## config.mk

```make
export PLATFORM = sky130hd
export DESIGN_NAME = ecc_subpage_eval
export DESIGN_NICKNAME = d
export VERILOG_FILES = /design/src/rtl/ecc_eval_pkg.sv /design/src/rtl/ecc_walk_ctrl.sv /design/src/rtl/ecc_field_sel.sv /design/src/rtl/ecc_field_judge.sv /design/src/rtl/ecc_subpage_eval.sv
export SDC_FILE = /design/constraint.sdc
export NUM_CORES = 1
export LEC_CHECK = 0
export BUFFER_PORTS_ARGS = -buffer_cell sky130_fd_sc_hd__buf_2
export CORE_ASPECT_RATIO = 0.9
export CORE_MARGIN = 2
export CORE_UTILIZATION = 45
export DETAILED_ROUTE_END_ITERATION = 6
export GPL_TIMING_DRIVEN = 0
export PLACE_DENSITY = 0.69
export REMOVE_ABC_BUFFERS = 1
export SLEW_MARGIN = 5
export SYNTH_ARGS = -nofsm -noshare
export SYNTH_HDL_FRONTEND = slang
export SYNTH_SLANG_ARGS = --single-unit
```

## constraint.sdc

```tcl
create_clock -name clk -period 3.3 [get_ports clk]
set_input_delay 0 -clock clk [delete_from_list [all_inputs] [get_ports clk]]
set_output_delay 0 -clock clk [all_outputs]
set_load 0.05 [all_outputs]
```

## src/rtl/ecc_eval_pkg.sv

```systemverilog
package ecc_eval_pkg;

  localparam logic [1:0] MODE_TWO_CODE = 2'b00;
  localparam logic [1:0] MODE_SYM4     = 2'b01;

  // Symbols counted for one subpage field under the selected mode
  function automatic logic [3:0] field_errs(input logic [3:0] nib, input logic [1:0] mode);
    return (mode == MODE_SYM4) ? {1'b0, nib[2:0]} : nib;
  endfunction

  // Largest count that is still repairable in the selected mode
  function automatic logic [3:0] field_limit(input logic [1:0] mode);
    return (mode == MODE_SYM4) ? 4'd4 : 4'd8;
  endfunction

endpackage

```

## src/rtl/ecc_walk_ctrl.sv

```systemverilog
module ecc_walk_ctrl
  import ecc_eval_pkg::*;
#(
  parameter int MAX_SUB = 8,
  parameter int PAGE_W  = 16,
  parameter int IDX_W   = 3
) (
  input  logic              clk,
  input  logic              rst_n,
  input  logic              start,
  input  logic [1:0]        mode,
  input  logic [PAGE_W-1:0] page_bytes,
  output logic [IDX_W-1:0]  idx,
  output logic              step,
  output logic              last,
  output logic [1:0]        mode_q,
  output logic              legacy_q,
  output logic              done
);
  localparam int RAW_W = PAGE_W - 9;

  logic [RAW_W-1:0] raw_sub;
  logic [IDX_W-1:0] last_idx_d, last_idx_q;
  logic             active;

  assign raw_sub = page_bytes[PAGE_W-1:9];

  always_comb begin
    if (mode == MODE_TWO_CODE || raw_sub == '0)
      last_idx_d = '0;
    else if (int'(raw_sub) >= MAX_SUB)
      last_idx_d = IDX_W'(MAX_SUB - 1);
    else
      last_idx_d = IDX_W'(raw_sub - RAW_W'(1));
  end

  assign step     = active;
  assign last     = active && (idx == last_idx_q);
  assign legacy_q = (mode_q == MODE_TWO_CODE);

  always_ff @(posedge clk or negedge rst_n) begin
    if (!rst_n) begin
      active     <= 1'b0;
      idx        <= '0;
      last_idx_q <= '0;
      mode_q     <= '0;
      done       <= 1'b0;
    end else if (start) begin
      active     <= 1'b1;
      idx        <= '0;
      last_idx_q <= last_idx_d;
      mode_q     <= mode;
      done       <= 1'b0;
    end else begin
      done <= step && last;
      if (active) begin
        if (last) active <= 1'b0;
        else      idx    <= idx + IDX_W'(1);
      end
    end
  end

  assert_last_done_R3: assert property (@(posedge clk) disable iff (!rst_n)
    (step && last && !start) |=> done);
  assert_done_single_R3: assert property (@(posedge clk) disable iff (!rst_n)
    done |=> !done);

endmodule

```

## src/rtl/ecc_field_sel.sv

```systemverilog
module ecc_field_sel #(
  parameter int MAX_SUB = 8,
  parameter int IDX_W   = 3
) (
  input  logic [4*MAX_SUB-1:0] word,
  input  logic [IDX_W-1:0]     idx,
  output logic [3:0]           nib
);
  logic [3:0] fields [MAX_SUB];

  for (genvar g = 0; g < MAX_SUB; g++) begin : g_field
    assign fields[g] = word[4*g +: 4];
  end

  assign nib = fields[idx];

endmodule

```

## src/rtl/ecc_field_judge.sv

```systemverilog
module ecc_field_judge
  import ecc_eval_pkg::*;
#(
  parameter int WORD_W = 32
) (
  input  logic [3:0]        nib,
  input  logic [1:0]        mode,
  input  logic [WORD_W-1:0] word,
  output logic [3:0]        add_val,
  output logic              bad
);
  logic [3:0]        errs;
  logic [1:0]        main_code;
  logic [WORD_W-3:0] spare_code;
  logic              two_code_bad;

  assign errs         = field_errs(nib, mode);
  assign main_code    = word[1:0];
  assign spare_code   = word[WORD_W-1:2];
  assign two_code_bad = (main_code == 2'd2) || (spare_code == (WORD_W-2)'(2));

  always_comb begin
    if (mode == MODE_TWO_CODE) begin
      bad     = two_code_bad;
      add_val = '0;
    end else begin
      bad     = errs > field_limit(mode);
      add_val = bad ? 4'd0 : errs;
    end
  end

endmodule

```

## src/rtl/ecc_subpage_eval.sv

```systemverilog
module ecc_subpage_eval
  import ecc_eval_pkg::*;
#(
  parameter int MAX_SUB  = 8,
  parameter int PAGE_W   = 16,
  localparam int WORD_W  = 4 * MAX_SUB,
  localparam int CNT_W   = $clog2(MAX_SUB * 8 + 1)
) (
  input  logic              clk,
  input  logic              rst_n,
  input  logic              start,
  input  logic [1:0]        mode,
  input  logic [PAGE_W-1:0] page_bytes,
  input  logic [WORD_W-1:0] ecc_word,
  output logic [CNT_W-1:0]  corr_total,
  output logic              uncorrectable,
  output logic              done
);
  localparam int IDX_W = (MAX_SUB > 1) ? $clog2(MAX_SUB) : 1;

  logic [WORD_W-1:0] word_q;
  logic [IDX_W-1:0]  idx;
  logic              step, last, legacy_q;
  logic [1:0]        mode_q;
  logic [3:0]        nib, add_val;
  logic              bad;

  ecc_walk_ctrl #(.MAX_SUB(MAX_SUB), .PAGE_W(PAGE_W), .IDX_W(IDX_W)) u_ctrl (
    .clk(clk), .rst_n(rst_n), .start(start), .mode(mode), .page_bytes(page_bytes),
    .idx(idx), .step(step), .last(last), .mode_q(mode_q), .legacy_q(legacy_q),
    .done(done)
  );

  ecc_field_sel #(.MAX_SUB(MAX_SUB), .IDX_W(IDX_W)) u_sel (
    .word(word_q), .idx(idx), .nib(nib)
  );

  ecc_field_judge #(.WORD_W(WORD_W)) u_judge (
    .nib(nib), .mode(mode_q), .word(word_q), .add_val(add_val), .bad(bad)
  );

  always_ff @(posedge clk or negedge rst_n) begin
    if (!rst_n) begin
      word_q        <= '0;
      corr_total    <= '0;
      uncorrectable <= 1'b0;
    end else if (start) begin
      word_q        <= ecc_word;
      corr_total    <= '0;
      uncorrectable <= 1'b0;
    end else if (step) begin
      corr_total <= corr_total + CNT_W'(add_val);
      if (bad) uncorrectable <= 1'b1;
    end
  end

  assert_clear_on_start_R8: assert property (@(posedge clk) disable iff (!rst_n)
    start |=> (corr_total == '0 && !uncorrectable));
  assert_flag_sticky_R8: assert property (@(posedge clk) disable iff (!rst_n)
    (uncorrectable && !start) |=> uncorrectable);
  assert_total_grows_R6: assert property (@(posedge clk) disable iff (!rst_n)
    !start |=> (corr_total >= $past(corr_total)));
  assert_two_code_zero_R7: assert property (@(posedge clk) disable iff (!rst_n)
    legacy_q |-> (corr_total == '0));
  assert_sym4_cap_R4: assert property (@(posedge clk) disable iff (!rst_n)
    (step && mode_q == MODE_SYM4) |-> (add_val <= 4'd4));

endmodule

```

==> results.ini <==
[critical_path]
slowest_stage = dfrtp_4
critPathCaptureType = register
r2r_slack_ns = 0.07
critPathLaunch = u_ctrl.idx[0]$_DFFE_PN0P_
cp_cell_sequence = buf_12 > mux4_2 > mux2i_4 > nand3_1 > a211o_1 > nor2_2 > ha_2 > inv_2 > fa_2 > nor2b_1 > o21a_1 > o2111ai_1 > xor2_1 > nor2_1
cp_max_fo = 5
worstPathBufferInverterCount = 2
r2r-start = u_ctrl.idx[0]$_DFFE_PN0P_
reg2reg_to = corr_total[6]$_DFFE_PN0P_
crit_family = multiplexers
worstSetupStartpointType = register
worstPathRequired_ns = 3.46
arrival_ns = 3.39
critPathMaxStageDelay_ns = 0.50
crit_type = reg -> reg
critPathCapture = corr_total[6]$_DFFE_PN0P_
path_depth = 14
reg2regPathDepth = 14

[sta]
period_share_pct = 97.8
hold_violations = 0
max_freq_mhz = 310
drv_slew = 0
setup_viol = 0
period_needed_ns = 3.23
clock-skew-final_ns = 0.00826
hold-worst-slack_ns = 0.0479
rsz0062_at_grt = true
slew_headroom_pct = 27.0
tightest_slew_ns = 1.09

[power_and_ir_drop]
total_power_w = 0.00207
ir_worst_vdd_uv = 321
p_leak_nw = 1.53
powerDensity_nw_per_um2 = 612

[floorplan]
io_pins = 62
coreArea_um2 = 5320
start_util_pct = 47.4
die_w_um = 82.9
fp-row-count = 25
dieArea_um2 = 6220
dieHeight_um = 75.0

[synth]
yosysWarningCount = 0
ys_top_cells_by_count = dfrtp_1, mux2_2, nor2_1, inv_1
synth_area_leaders = dfrtp_1, mux2_2, mux4_2
synthFlopType = dfrtp_1
synthArstFlopShare_pct = 100
ys_ff_latch = 50
avgSynthCellArea_um2 = 12.8
ys_seq_area_share_pct = 49.7
synth_area_um2 = 2520
synth_top_area_share_pct = 49.7
yosysMostFrequentCell = dfrtp_1
synth_cells = 197
synth_top_area_cell = dfrtp_1
synth-edff-count = 0
yosysUniqueCellTypes = 38

[route]
drc = 0
drt_wl_total_mm = 5.30
drt_iter0_drc = 89
post_drt_wl_per_cell_um = 14.8
vias = 1868
ant_nets = 0
vias_per_cell = 5.20
firstDrtPassIters = 4

[hold_path]
hold_path.class = in -> reg

[clocking]
numCtsBuffers = 5
cts_sinks = 50
cts_tree = done
cts_root_buffer = clkbuf_8
clockBufferDepth = 2
clkTransAtPathRegs_ns = 0.09
insertion_delay_ns = 0.31
h-tree-depth = 2

[global_route]
antenna_found_initial = 0
track_usage_pct = 18.8
grt_pass1_vias = 1886
grt_overflow = 0
busiest_layer = met2
grtUsageMet3_pct = 4.06
use_met2_pct = 31.3
grt_pass1_wl_mm = 9.15
grt_max_degree = 51
met1_usage_pct = 24.9

[layout]
insertedDiodeCount = 0
multi_input_comb_area_um2 = 1210
n_fill_cell = 424
area_delta_synth_final_pct = 34.3
seqCellArea_um2 = 1260
drive_gt1_share_pct = 40.4
post-route-util_pct = 63.6
finalNetCount = 352

[place]
port_buffers = 52
detailedPlacementHpwl_mm = 3.33
gp_congestion = 0.773

[run_status]
status = completed

[flow_run]
cap_violations = 0

layout by cell type (no fill, tap or decap), drive strengths merged, types with 7 or more instances in the layout:
master and count:
buf 60, dfrtp 50, dlygate4sd3 36, mux2 33, nor2 15, mux2i 9, inv 8, mux4 7
nand2 7, nor4 7, clkbuf 7, ha 7
report_power, final:
| group | internal [W] | leakage, nW | switching, W |
|---|---|---|---|
| Sequential | 0.000706 | 0.600 | 0.000114 |
| Combinational | 0.000448 | 0.876 | 0.000408 |
| Clock | 0.000192 | 0.0544 | 0.000204 |
state kept, by name, indices dropped and copies added, names as in the netlist:
name,cells
corr_total,7
u_ctrl.step,1
u_ctrl.idx,3
word_q,32
u_ctrl.last_idx_q,3
u_ctrl.mode_q,2
uncorrectable,1
u_ctrl.done,1
area by class of cell:
class | instances | share of cell area (%)
Clock inverter | 1 | 0.259
Tap cell | 67 | 2.48
Clock buffer | 7 | 2.85
Sequential cell | 50 | 37.1
Inverter | 8 | 0.888
Multi-Input combinational cell | 130 | 35.9
Timing Repair Buffer | 96 | 20.5
cell families after synthesis:
family / count (synthesis) / synth area share [%]
AOI/OAI and AO/OA: 20 / 5.86
xor gates and xnor gates: 10 / 3.48
adders and majority gates: 8 / 4.27
buffers and inverters: 17 / 2.93
DFF: 50 / 49.7
muxes: 49 / 25.4
and+or+nand+nor: 43 / 8.44
worst register-to-register path, delay by kind of cell, from the launching register on:
family / cells / cell delay, ns
buffers and inverters: 2 / 0.19
and+or+nand+nor: 4 / 0.39
muxes: 2 / 0.67
AOI/OAI and AO/OA: 3 / 0.65
DFF: 1 / 0.50
xor gates and xnor gates: 1 / 0.19
adders and majority gates: 2 / 0.52
how the worst min path moves through the flow:
| stage | start | to | depth (start not counted) |
|---|---|---|---|
| floorplan | rst_n | corr_total[0]$_DFFE_PN0P_ | 0 |
| global placement | ecc_word[24] | word_q[24]$_DFFE_PN0P_ | 2 |
| detailed placement | ecc_word[12] | word_q[12]$_DFFE_PN0P_ | 2 |
| CTS | page_bytes[13] | u_ctrl.last_idx_q[2]$_DFFE_PN0P_ | 4 |
| global route | page_bytes[13] | u_ctrl.last_idx_q[2]$_DFFE_PN0P_ | 4 |
| finish | page_bytes[13] | u_ctrl.last_idx_q[2]$_DFFE_PN0P_ | 4 |
routing by layer:
layer,vias up,share of wire (%),wire (um)
met1,916,45,2400
li1,907,-,-
met3,9,3.4,181
met2,36,50,2630
met5,-,0,0
met4,0,1.6,87
stage by stage:
stage                     setup TNS [ns]  std cells  instance area [um2]  setup slack (ns)
after detailed placement          -0.718        307                 2820            -0.335
after CTS                              0        356                 3340            0.0360
after global routing              -0.323        359                 3380            -0.139
after global placement            -0.567        307                 2820            -0.304
after floorplan                        0        188                 2480             0.104
final                                  0        359                 3380            0.0717
repair_timing:
item                                   CTS  global route
hold buffers                            36             0
endpoints found under the hold margin   85             0
pin swaps                                1             3
gates resized for setup                  4             7
setup endpoints to repair                4             2
setup buffers                            5             3
Note: power is estimated with default switching activity, not from simulation.
